<file path="src/rtl/clk_repl_pkg.sv">
package clk_repl_pkg;
   typedef enum logic {
      HAND_IDLE  = 1'b0,
      HAND_SWEEP = 1'b1
   } hand_state_e;
endpackage

</file>
<file path="src/rtl/clk_idx_step.sv">
// Modular increment of a frame index; the variant depends on FRAMES.
module clk_idx_step #(
   parameter int FRAMES = 16,
   parameter int IDX_W  = (FRAMES > 1) ? $clog2(FRAMES) : 1
) (
   input  logic [IDX_W-1:0] cur,
   output logic [IDX_W-1:0] nxt
);
   localparam logic [IDX_W-1:0] LAST = IDX_W'(FRAMES - 1);
   localparam bit IS_POW2 = ((FRAMES & (FRAMES - 1)) == 0);

   generate
      if (IS_POW2) begin : g_natural
         assign nxt = cur + IDX_W'(1);
      end else begin : g_compare
         assign nxt = (cur == LAST) ? '0 : cur + IDX_W'(1);
      end
   endgenerate
endmodule

</file>
<file path="src/rtl/clk_flag_bank.sv">
// Per-frame used and dirty flags. A set takes priority over a clear.
module clk_flag_bank #(
   parameter int FRAMES = 16,
   parameter int IDX_W  = (FRAMES > 1) ? $clog2(FRAMES) : 1
) (
   input  logic              clk,
   input  logic              rst_n,
   input  logic              set_en,
   input  logic [IDX_W-1:0]  set_idx,
   input  logic              set_dirty,
   input  logic              clr_used_en,
   input  logic              clr_dirty_en,
   input  logic [IDX_W-1:0]  probe_idx,
   output logic              probe_used,
   output logic              probe_dirty,
   output logic [FRAMES-1:0] used_vec
);
   logic [FRAMES-1:0] dirty_vec;

   generate
      for (genvar i = 0; i < FRAMES; i++) begin : g_frame
         logic hit_set, hit_probe;
         assign hit_set   = set_en && (set_idx == IDX_W'(i));
         assign hit_probe = (probe_idx == IDX_W'(i));

         always_ff @(posedge clk) begin
            if (!rst_n) begin
               used_vec[i]  <= 1'b0;
               dirty_vec[i] <= 1'b0;
            end else begin
               if (hit_set)
                  used_vec[i] <= 1'b1;
               else if (clr_used_en && hit_probe)
                  used_vec[i] <= 1'b0;

               if (hit_set && set_dirty)
                  dirty_vec[i] <= 1'b1;
               else if (clr_dirty_en && hit_probe)
                  dirty_vec[i] <= 1'b0;
            end
         end
      end
   endgenerate

   // A same-cycle reference makes the probed frame count as used.
   assign probe_used  = used_vec[probe_idx] | (set_en && (set_idx == probe_idx));
   assign probe_dirty = dirty_vec[probe_idx];
endmodule

</file>
<file path="src/rtl/clk_sweep_ctrl.sv">
// The hand: idle/sweep state, resting pointer, candidate and grant outputs.
module clk_sweep_ctrl
   import clk_repl_pkg::*;
#(
   parameter int FRAMES = 16,
   parameter int IDX_W  = (FRAMES > 1) ? $clog2(FRAMES) : 1
) (
   input  logic             clk,
   input  logic             rst_n,
   input  logic             req,
   input  logic             cand_used,
   input  logic             cand_dirty,
   output logic [IDX_W-1:0] cand,
   output logic             clr_used,
   output logic             take,
   output logic             sweeping,
   output logic             grant,
   output logic [IDX_W-1:0] victim,
   output logic             victim_dirty
);
   localparam logic [IDX_W-1:0] HOME = IDX_W'(FRAMES - 1);

   hand_state_e      state;
   logic [IDX_W-1:0] hand;
   logic [IDX_W-1:0] hand_nxt, cand_nxt;

   clk_idx_step #(.FRAMES(FRAMES), .IDX_W(IDX_W)) u_step_hand (.cur(hand), .nxt(hand_nxt));
   clk_idx_step #(.FRAMES(FRAMES), .IDX_W(IDX_W)) u_step_cand (.cur(cand), .nxt(cand_nxt));

   assign sweeping = (state == HAND_SWEEP);
   assign take     = sweeping && !cand_used;
   assign clr_used = sweeping &&  cand_used;

   always_ff @(posedge clk) begin
      if (!rst_n) begin
         state        <= HAND_IDLE;
         hand         <= HOME;
         cand         <= '0;
         grant        <= 1'b0;
         victim       <= '0;
         victim_dirty <= 1'b0;
      end else begin
         grant <= 1'b0;
         unique case (state)
            HAND_IDLE: begin
               if (req) begin
                  state <= HAND_SWEEP;
                  cand  <= hand_nxt;
               end
            end
            HAND_SWEEP: begin
               if (take) begin
                  grant        <= 1'b1;
                  victim       <= cand;
                  victim_dirty <= cand_dirty;
                  hand         <= cand;
                  state        <= HAND_IDLE;
               end else begin
                  cand <= cand_nxt;
               end
            end
            default: state <= HAND_IDLE;
         endcase
      end
   end
endmodule

</file>
<file path="src/rtl/clock_victim_sel.sv">
module clock_victim_sel #(
   parameter int FRAMES = 16,
   parameter int IDX_W  = (FRAMES > 1) ? $clog2(FRAMES) : 1
) (
   input  logic             clk,
   input  logic             rst_n,
   input  logic             ref_valid,
   input  logic [IDX_W-1:0] ref_frame,
   input  logic             ref_write,
   input  logic             req,
   output logic             grant,
   output logic [IDX_W-1:0] victim,
   output logic             victim_dirty
);
   generate
      if (FRAMES < 2) begin : g_bad_frames
         $error("clock_victim_sel: FRAMES must be at least 2");
      end
      if (IDX_W < $clog2(FRAMES)) begin : g_bad_width
         $error("clock_victim_sel: IDX_W too narrow for FRAMES");
      end
   endgenerate

   logic [IDX_W-1:0]  cand;
   logic              cand_used, cand_dirty, clr_used, take, sweeping;
   logic [FRAMES-1:0] used_vec;

   clk_flag_bank #(.FRAMES(FRAMES), .IDX_W(IDX_W)) u_bank (
      .clk          (clk),
      .rst_n        (rst_n),
      .set_en       (ref_valid),
      .set_idx      (ref_frame),
      .set_dirty    (ref_write),
      .clr_used_en  (clr_used),
      .clr_dirty_en (take),
      .probe_idx    (cand),
      .probe_used   (cand_used),
      .probe_dirty  (cand_dirty),
      .used_vec     (used_vec)
   );

   clk_sweep_ctrl #(.FRAMES(FRAMES), .IDX_W(IDX_W)) u_ctrl (
      .clk          (clk),
      .rst_n        (rst_n),
      .req          (req),
      .cand_used    (cand_used),
      .cand_dirty   (cand_dirty),
      .cand         (cand),
      .clr_used     (clr_used),
      .take         (take),
      .sweeping     (sweeping),
      .grant        (grant),
      .victim       (victim),
      .victim_dirty (victim_dirty)
   );
endmodule

</file>
<file path="config.mk">
export PLATFORM = sky130hd
export DESIGN_NAME = clock_victim_sel
export DESIGN_NICKNAME = d
export VERILOG_FILES = /design/src/rtl/clk_repl_pkg.sv /design/src/rtl/clk_idx_step.sv /design/src/rtl/clk_flag_bank.sv /design/src/rtl/clk_sweep_ctrl.sv /design/src/rtl/clock_victim_sel.sv
export SDC_FILE = /design/constraint.sdc
export NUM_CORES = 1
export LEC_CHECK = 0
export BUFFER_PORTS_ARGS = -buffer_cell sky130_fd_sc_hd__buf_2
export CAP_MARGIN = 5
export CORE_UTILIZATION = 40
export CTS_CLUSTER_SIZE = 16
export DETAILED_ROUTE_END_ITERATION = 8
export PLACE_DENSITY = 0.56
export SKIP_LAST_GASP = 1
export SLEW_MARGIN = 20
export SYNTH_ARGS = -nofsm -noshare
export SYNTH_HDL_FRONTEND = slang
export SYNTH_SLANG_ARGS = --single-unit
</file>
<file path="constraint.sdc">
create_clock -name clk -period 4 [get_ports clk]
set_input_delay 0.8 -clock clk [delete_from_list [all_inputs] [get_ports clk]]
set_output_delay 0.8 -clock clk [all_outputs]
set_load 0.005 [all_outputs]
</file>
==> results of run 1 <==
==> kinds of logic after synthesis <==
family          share of synthesized area (%)
buf+inv                                  5.85
compound gates                           23.7
mux                                      9.82
simple gates                             19.4
flops                                    39.3
xor+xnor                                 1.46
fa+ha+maj                               0.522
==> cell type report <==
type                       instances  area share (%)
sequential                        47            36.4
tap                               72            3.48
clock inverter                     2            1.36
clock buffer                       6            3.19
multi-input combinational        188            50.8
inverter                           6           0.871
timing repair buffer              18            3.87
==> routing by layer <==
layer  wire (µm)  GRT usage, %
met2        2850          30.3
met3         394          6.97
met5           0             0
met4         119          8.00
met1        2910          30.6
==> per-stage QoR <==
stage                     instances  setup slack (ns)  hold WS (ns)  util, %  total power [W]
after floorplan                 266              1.70         0.437        -         0.000664
after global routing            339              1.12         0.497     45.8          0.00112
final                           339              1.37         0.461     45.8          0.00107
after global placement          331              1.42         0.444     43.7         0.000711
after CTS                       339              1.35         0.463     45.8          0.00108
after detailed placement        331              1.37         0.449     43.7         0.000710
==> worst max-delay path by stage <==
stage | startpoint | endpoint | depth (start not counted)
final | u_ctrl.cand[0]$_SDFFE_PN0P_ | u_bank.dirty_vec[15]$_SDFFE_PN0P_ | 7
after CTS | u_ctrl.cand[0]$_SDFFE_PN0P_ | u_bank.dirty_vec[14]$_SDFFE_PN0P_ | 7
after global placement | u_ctrl.cand[0]$_SDFFE_PN0P_ | u_bank.dirty_vec[15]$_SDFFE_PN0P_ | 7
after detailed placement | u_ctrl.cand[0]$_SDFFE_PN0P_ | u_bank.dirty_vec[14]$_SDFFE_PN0P_ | 7
after global routing | u_ctrl.cand[0]$_SDFFE_PN0P_ | u_bank.dirty_vec[14]$_SDFFE_PN0P_ | 7
after floorplan | ref_frame[3] | u_bank.used_vec[14]$_SDFFE_PN0P_ | 8
==> report_power, final <==
part           switching [W]  internal (W)  leakage, nW
logic               0.000116     0.0000669        0.485
registers          0.0000310      0.000486        0.382
clock network       0.000164      0.000202       0.0612
total               0.000311      0.000756        0.927
==> tightest hold or removal path, stage by stage (launching register included) <==
cell,delay (ns)
dfxtp_1,0.32
nand2_1,0.05
a21oi_1,0.05
==> cell usage in the layout (no fill, tap or decap), drive strengths merged, types with 4 or more instances in the layout <==
cell type,count
nand4,5
dfxtp,47
inv,5
nor2,13
nand3,22
a32o,19
nor2b,6
clkbuf,6
nand2,35
a21oi,22
mux4,9
buf,18
xnor2,4
o21ai,12
a211oi,4
==> sequential cells by signal, summed over array words and instances (netlist names) <==
| register | cells |
|---|---|
| u_bank.dirty_vec | 16 |
| u_bank.used_vec | 16 |
| u_ctrl.cand | 4 |
| u_ctrl.grant | 1 |
| u_ctrl.hand | 4 |
| u_ctrl.sweeping | 1 |
| u_ctrl.victim | 4 |
| u_ctrl.victim_dirty | 1 |
==> qor.txt, run 1 <==
Multi-input logic area: 1310 µm²
Clock transition at path regs: 0.09 ns
Cell family with most CP delay: compound AO/OA/AOI/OAI gates
Hold Vio Cnt, Final: 0
Final RePlAce weighted congestion: 0.768
Largest area contributor in the netlist: dfxtp_1
# rows: 27
Final TNS setup: 0 ns
Synth top area share: 39.3%
Total CTS buffers: 5
DRT iter0 DRCs: 161
Hold endpoint: u_ctrl.victim[1]$_SDFFE_PN0P_
Post-synth EDFFs: 0
Placed Area: 2470 µm²
CP Data Arrival Time: 2.82 ns
Initial antenna violation count: 0
Slew HR: 45.5%
Critical R2R Capture: u_bank.dirty_vec[15]$_SDFFE_PN0P_
H-Tree Depth: 2
Clock Latency Late Sink: 0.31 ns
Diode count: 0
Distinct cells, synth: 46
Total wire length: 6.27 mm
Post-route minimum period: 2.63 ns
Worst r2r path cells: 7
Post-synth ARST share: 0%
CORE AREA: 5640 µm²
Post-route cell area: 2580 µm²
Hold Path Depth: 2
Grt ovf: 0
PostCTS Resize Cnt: 0
Postcts setup bufs: 0
Cell chain of the critical path: buf_4 -> mux4_2 -> nand2_1 -> o211ai_4 -> or2_1 -> o311ai_0 -> o21ai_0
Global Route Usage Sum: 21.6%
Synth Instances: 266
Slowest CP cell: dfxtp_1
DR vias: 2085
Max-cap check violation count: 0
CP required: 4.19 ns
Number of nets with antenna violations after routing: 0
CP Buf/Inv Count: 1
Max IR drop VDD: 209 µV
Slew Limit Fails: 0
Drt pass-1 iters: 5
Tightest Hold Check Type: register to register
Layout cells sized above 1: 15.4%
Filler Cell Count: 541
Unrepaired setup endpoints after global routing: false
Reg2reg start: u_ctrl.cand[0]$_SDFFE_PN0P_
Most numerous cell in the Yosys netlist: dfxtp_1
Synth area leaders: dfxtp_1, mux4_2, a32o_1
Final Setup Violations: 0
Syn Area/Cell: 9.00 µm²
Fin crit share: 65.8%
Vias in the first global route: 1894
Synthesized flop and latch total: 47
CTS tree: done
Cts hold-fix bufs: 0
Hold Path Origin: u_ctrl.victim[1]$_SDFFE_PN0P_
Post-DP HPWL: 4.29 mm
Primary FF master, synth: dfxtp_1
Clk buf depth: 2
Post-Syn Area: 2390 µm²
Worst setup SP type: register
Post-synth top cells: dfxtp_1, nand2_1, a21oi_1, nand3_1, a32o_1
Root Buffer: clkbuf_8
Skew final: 0.0102 ns
Die Y-Extent: 79.4 µm
Leakage power total: 0.927 nW
First-pass GRT wire length: 10.2 mm
Via-per-instance ratio: 6.15
Largest net degree at the start of global routing: 25
R2R setup slack: 1.37 ns
Remaining DRCs: 0
Yosys warning total: 0
Net total in the final layout: 276
CP max stage delay: 0.56 ns
Ports: 15
Syn-to-layout area delta: 7.94%
CTS sink count: 47
CP max FO: 14
Setup crit end kind: register
FF+latch area: 941 µm²
Initial Utilization: 42.4%
Wire length per cell: 18.5 µm
Fmax: 380 MHz
Die width: 79.4 µm
Syn Nets: 276
Status: finished clean
Die ar.: 6300 µm²
# port buffers: 14
Setup Crit Path Kind: register to register
Register area share after synthesis: 39.3%
PD cells: 412 nW/µm²
Slew @ Worst Pin: 0.816 ns
(Power assumes the default switching activity.)
==> run 2: changes to the inputs <==
Settings changed: PLACE_DENSITY 0.56 to 0.59.
Clock period 4 ns to 2.4 ns, I/O delays scaled along.
==> qor.txt, run 2 (synthesis gave the netlist of run 1 again) <==
Total wire length: 6.22 mm (-0.83%)
CORE AREA: 5640 µm² (unchanged)
Syn-to-layout area delta: 12.0%
Ports: 15 (unchanged)
DR vias: 2141 (+2.7%)
Vias in the first global route: 1976 (+4.3%)
Largest net degree at the start of global routing: 20 (-20%)
Unrepaired setup endpoints after global routing: false
Post-DP HPWL: 4.38 mm (+2.1%)
Wire length per cell: 17.6 µm (-4.8%)
Slew @ Worst Pin: 0.601 ns (-0.216 ns)
Worst setup SP type: register
Grt ovf: 0 (unchanged)
Net total in the final layout: 291 (+5.4%)
Clk buf depth: 2 (unchanged)
Leakage power total: 0.994 nW (+7.1%)
Max IR drop VDD: 258 µV (+24%)
Setup crit end kind: register
Final Setup Violations: 0 (unchanged)
Max-cap check violation count: 0 (unchanged)
Initial antenna violation count: 0 (unchanged)
Top Registers: u_bank.dirty_vec x16, u_bank.used_vec x16
Remaining DRCs: 0 (unchanged)
DRT iter0 DRCs: 216 (+34%)
# rows: 27 (unchanged)
Slew Limit Fails: 0 (unchanged)
Die ar.: 6300 µm² (unchanged)
Drt pass-1 iters: 4 (-1)
Die width: 79.4 µm (unchanged)
CP max FO: 11 (-3)
Fmax: 440 MHz (+16%)
First-pass GRT wire length: 10.1 mm (-1.4%)
CP required: 2.57 ns (-1.62 ns)
Final RePlAce weighted congestion: 0.915 (+19%)
Most frequent cells in the layout: dfxtp_1, nand2_1, nand3_1, a21oi_1
Via-per-instance ratio: 6.07 (-1.4%)
Skew final: 0.00644 ns (-0.00376 ns)
Setup Crit Path Kind: register to register
Fin crit share: 94.7% (+29 points)
PD cells: 663 nW/µm² (+61%)
Root Buffer: clkbuf_8
Number of nets with antenna violations after routing: 0 (unchanged)
Status: finished clean
Layout cells sized above 1: 19.2% (+3.9 points)
Clock transition at path regs: 0.08 ns (about the same)
CTS sink count: 47 (unchanged)
Commonest non-fill, non-tap cell in the layout: dfxtp_1
Initial Utilization: 42.4% (unchanged)
Diode count: 0 (unchanged)
# port buffers: 14 (unchanged)
CP Data Arrival Time: 2.44 ns (-0.38 ns)
Post-route minimum period: 2.27 ns (-0.360 ns)
Final cell utilization of the core: 47.5% (+1.7 points)
Hold Vio Cnt, Final: 0 (unchanged)
Clock Latency Late Sink: 0.31 ns (about the same)
Total CTS buffers: 5 (unchanged)
Die Y-Extent: 79.4 µm (unchanged)
Final TNS setup: 0 ns (unchanged)
Slew HR: 59.8% (+14 points)
H-Tree Depth: 2 (unchanged)
Tightest Hold Check Type: register to register
CTS tree: done
Global Route Usage Sum: 21.2% (-0.47 points)
run 2: cell types whose count changed in the layout (fill, tap and decap cells not counted), sizes merged:
cell / previous run / this run
buf: 18 / 33
clkinv: 2 / 1
run 2: layout make-up:
class | instances | area, µm²
Tap cell | 72 | 90.1
Multi-Input combinational cell | 188 | 1310
Clock buffer | 6 | 72.6
Inverter | 6 | 22.5
Timing Repair Buffer | 33 | 213
Fill cell | 537 | 2960
Sequential cell | 47 | 941
Clock inverter | 1 | 30.0
run 2: stage by stage:
step | area, µm² | power (W) | setup WS, ns | instances | hold slack (ns)
floorplan | 2390 | 0.00111 | 0.312 | 266 | 0.437
global placement | 2560 | 0.00121 | 0.179 | 343 | 0.442
detailed placement | 2560 | 0.00121 | 0.122 | 343 | 0.443
CTS | 2660 | 0.00178 | 0.106 | 350 | 0.451
global route | 2680 | 0.00186 | 0.0173 | 353 | 0.467
finish | 2680 | 0.00178 | 0.126 | 353 | 0.452
run 2: critical path, cell delays in order (launching register included):
cell      delay (ns)
dfxtp_1         0.39
buf_4           0.20
mux4_2          0.51
nand2_1         0.12
o211ai_4        0.10
or2_1           0.31
o311ai_0        0.36
o21ai_0         0.15
run 2: path summary, 6_finish.rpt:
check / startpoint / to / slack (ns) / cells past startpoint
max: u_ctrl.cand[0]$_SDFFE_PN0P_ / u_bank.dirty_vec[15]$_SDFFE_PN0P_ / 0.13 / 7
min: u_ctrl.victim[0]$_SDFFE_PN0P_ / u_ctrl.victim[0]$_SDFFE_PN0P_ / 0.45 / 2
max reg2reg: u_ctrl.cand[0]$_SDFFE_PN0P_ / u_bank.dirty_vec[15]$_SDFFE_PN0P_ / 0.13 / 7
min reg2reg: u_ctrl.victim[0]$_SDFFE_PN0P_ / u_ctrl.victim[0]$_SDFFE_PN0P_ / 0.45 / 2
run 2: power breakdown:
group / internal [W] / switching, W
combinational: 0.000146 / 0.000225
clock: 0.000306 / 0.000263
sequential: 0.000811 / 0.0000281
total: 0.00126 / 0.000515
run 2: layer usage:
metal / vias to the layer above / share of wire (%) / track usage (%)
met4: 0 / 1.8 / 7.45
met1: 1043 / 46 / 29.9
met2: 66 / 46 / 32.1
li1: 1017 / - / -
met5: - / 0 / 0
met3: 15 / 6.3 / 3.89
run 2: timing repair:
item                                    4_1_cts  5_1_grt
gates resized for setup                       0        0
setup buffers                                 0        3
endpoints found under the setup margin        0        1
hold buffers                                  0        0
==> run 3: changes to the inputs <==
Settings changed: CELL_PAD_IN_SITES_DETAIL_PLACEMENT set to 0, CELL_PAD_IN_SITES_GLOBAL_PLACEMENT set to 1, CORE_ASPECT_RATIO set to 1.2, PLACE_DENSITY 0.59 to 0.72.
==> qor.txt, run 3 (synthesis gave the netlist of run 1 again) <==
Number of nets with antenna violations after routing: 0 (unchanged)
H-Tree Depth: 2 (unchanged)
Syn-to-layout area delta: 11.7%
Hold Path Depth: 2 (unchanged)
Crit path from: u_ctrl.cand[3]$_SDFFE_PN0P_
CP max FO: 17 (+6)
Unrepaired setup endpoints after global routing: false
Ports: 15 (unchanged)
Fmax: 454 MHz (+3.2%)
Critical R2R Capture: u_bank.dirty_vec[15]$_SDFFE_PN0P_
Commonest non-fill, non-tap cell in the layout: dfxtp_1
Total wire length: 6.44 mm (+3.6%)
DR vias: 2102 (-1.8%)
Worst r2r path cells: 7 (unchanged)
Fin crit share: 91.8% (-2.9 points)
# port buffers: 14 (unchanged)
Final Setup Violations: 0 (unchanged)
Post-route minimum period: 2.20 ns (-0.0701 ns)
Slew Limit Fails: 0 (unchanged)
Root Buffer: clkbuf_8
Switching Share: 29.9% (+0.86 points)
Tightest Hold Check Type: input pin to register
Internal Power: 0.00122 W (-3.7%)
CP required: 2.58 ns (about the same)
Seq pwr share: 48.7% (+1.5 points)
Initial Utilization: 42.0% (-0.47 points)
Clock Latency Late Sink: 0.31 ns (about the same)
CORE AREA: 5710 µm² (+1.1%)
Final RePlAce weighted congestion: 0.843 (-7.8%)
Initial antenna violation count: 0 (unchanged)
Max-cap check violation count: 0 (unchanged)
Clk pwr share: 30.3% (-1.7 points)
CP Data Arrival Time: 2.39 ns (-0.05 ns)
First-pass GRT wire length: 10.6 mm (+4.9%)
Layout cells sized above 1: 18.9% (-0.29 points)
Filler Cell Count: 598 (+11%)
Hold Path Origin: ref_frame[1]
Status: finished clean
Largest net degree at the start of global routing: 21 (+5.0%)
CTS sink count: 47 (unchanged)
Leakage power total: 0.984 nW (-0.93%)
Final TNS setup: 0 ns (unchanged)
Postcts setup bufs: 0 (unchanged)
R2R setup slack: 0.20 ns (+0.07 ns)
DRT iter0 DRCs: 121 (-44%)
Cell chain of the critical path: buf_4 -> mux4_2 -> a22oi_4 -> o211ai_4 -> or2_1 -> o311ai_0 -> o21ai_0
Hold endpoint: u_bank.dirty_vec[13]$_SDFFE_PN0P_
Wire length per cell: 17.9 µm (+1.6%)
Net total in the final layout: 289 (-0.69%)
Die ar.: 6300 µm² (about the same)
Setup Crit Path Kind: register to register
Vias in the first global route: 2038 (+3.1%)
Final hold slack: 0.449 ns (-0.00317 ns)
Reg2reg start: u_ctrl.cand[3]$_SDFFE_PN0P_
Hold Vio Cnt, Final: 0 (unchanged)
Clock transition at path regs: 0.09 ns (about the same)
NetSw: 0.000517 W (+0.39%)
PD cells: 648 nW/µm² (-2.2%)
Die Y-Extent: 86.8 µm (+9.3%)
CP max stage delay: 0.36 ns (-0.15 ns)
Most frequent cells in the layout: dfxtp_1, nand2_1, nand3_1, a21oi_1, a32o_1
Die width: 72.6 µm (-8.5%)
Post-DP HPWL: 4.67 mm (+6.6%)
Global Route Usage Sum: 22.3% (+1.1 points)
Skew final: 0.0108 ns (+0.00436 ns)
Slew HR: 59.9% (+0.11 points)
Combinational share of power: 21.0% (+0.2 points)
CTS tree: done
Remaining DRCs: 0 (unchanged)
Via-per-instance ratio: 5.84 (-3.7%)
Clk buf depth: 2 (unchanged)
Diode count: 0 (unchanged)
Slowest CP cell: dfxtp_1
Top Registers: u_bank.dirty_vec x16, u_bank.used_vec x16
Worst setup SP type: register
Grt ovf: 0 (unchanged)
Max IR drop VDD: 254 µV (-1.5%)
Setup crit end kind: register
Slew @ Worst Pin: 0.598 ns (-0.00306 ns)
Drt pass-1 iters: 4 (unchanged)
Total CTS buffers: 5 (unchanged)
# rows: 30 (+11%)
[run 3: worst max-delay path: cells and delay by family (launching register included)]
kind                   cells  cell delay (ns)
buffers and inverters      1             0.25
AO/OA/AOI/OAI              4             0.79
multiplexers               1             0.36
AND/OR/NAND/NOR            1             0.30
flip-flops                 1             0.36
[run 3: worst max-delay path by stage]
stage | cells past startpoint | slack (ns) | endpoint
2_1_floorplan | 7 | 0.31 | u_bank.dirty_vec[14]$_SDFFE_PN0P_
3_3_place_gp | 7 | 0.26 | u_bank.dirty_vec[14]$_SDFFE_PN0P_
3_5_place_dp | 7 | 0.20 | u_bank.dirty_vec[14]$_SDFFE_PN0P_
4_1_cts | 7 | 0.16 | u_bank.dirty_vec[14]$_SDFFE_PN0P_
5_1_grt | 7 | 0.07 | u_bank.dirty_vec[13]$_SDFFE_PN0P_
6_report | 7 | 0.20 | u_bank.dirty_vec[15]$_SDFFE_PN0P_
[run 3: area by class of cell]
type | count | area [µm²] | share of cell area [%]
multi-input cells | 188 | 1310 | 49.1
flip-flops and latches | 47 | 941 | 35.2
repair buffers | 31 | 198 | 7.39
clock buffers | 8 | 100 | 3.74
well taps | 80 | 100 | 3.74
inverters | 6 | 22.5 | 0.842
[run 3: stage by stage]
step | cell area, µm² | std cells | total power [W] | util (%) | setup WS, ns
2_1_floorplan | 2390 | 266 | 0.00111 | - | 0.312
3_3_place_gp | 2570 | 352 | 0.00122 | 45.1 | 0.263
3_5_place_dp | 2570 | 352 | 0.00122 | 45.1 | 0.196
4_1_cts | 2680 | 360 | 0.00175 | 46.9 | 0.165
5_1_grt | 2680 | 360 | 0.00182 | 46.9 | 0.0727
6_report | 2680 | 360 | 0.00173 | 46.9 | 0.197
[run 3: what timing repair did]
item | in CTS | in global routing
hold buffers | 0 | 0
hold endpoints to repair | 0 | 0
gates resized for setup | 0 | 1
endpoints found under the setup margin | 0 | 1
[run 3: power groups by stage]
stage / sequential [W] / clock, W / combinational [W]
6_report: 0.000843 / 0.000526 / 0.000364
5_1_grt: 0.000848 / 0.000571 / 0.000402
4_1_cts: 0.000843 / 0.000541 / 0.000365
3_5_place_dp: 0.000861 / 0 / 0.000364
3_3_place_gp: 0.000860 / 0 / 0.000364
2_1_floorplan: 0.000843 / 0 / 0.000264
[run 3: metal layers]
layer | GRT usage, % | vias to the layer above | share of wire, %
met4 | 7.31 | 0 | 1.5
met3 | 3.84 | 7 | 2.7
met5 | 0 | - | 0
met2 | 38.1 | 41 | 49
li1 | - | 1020 | -
met1 | 28.3 | 1034 | 46
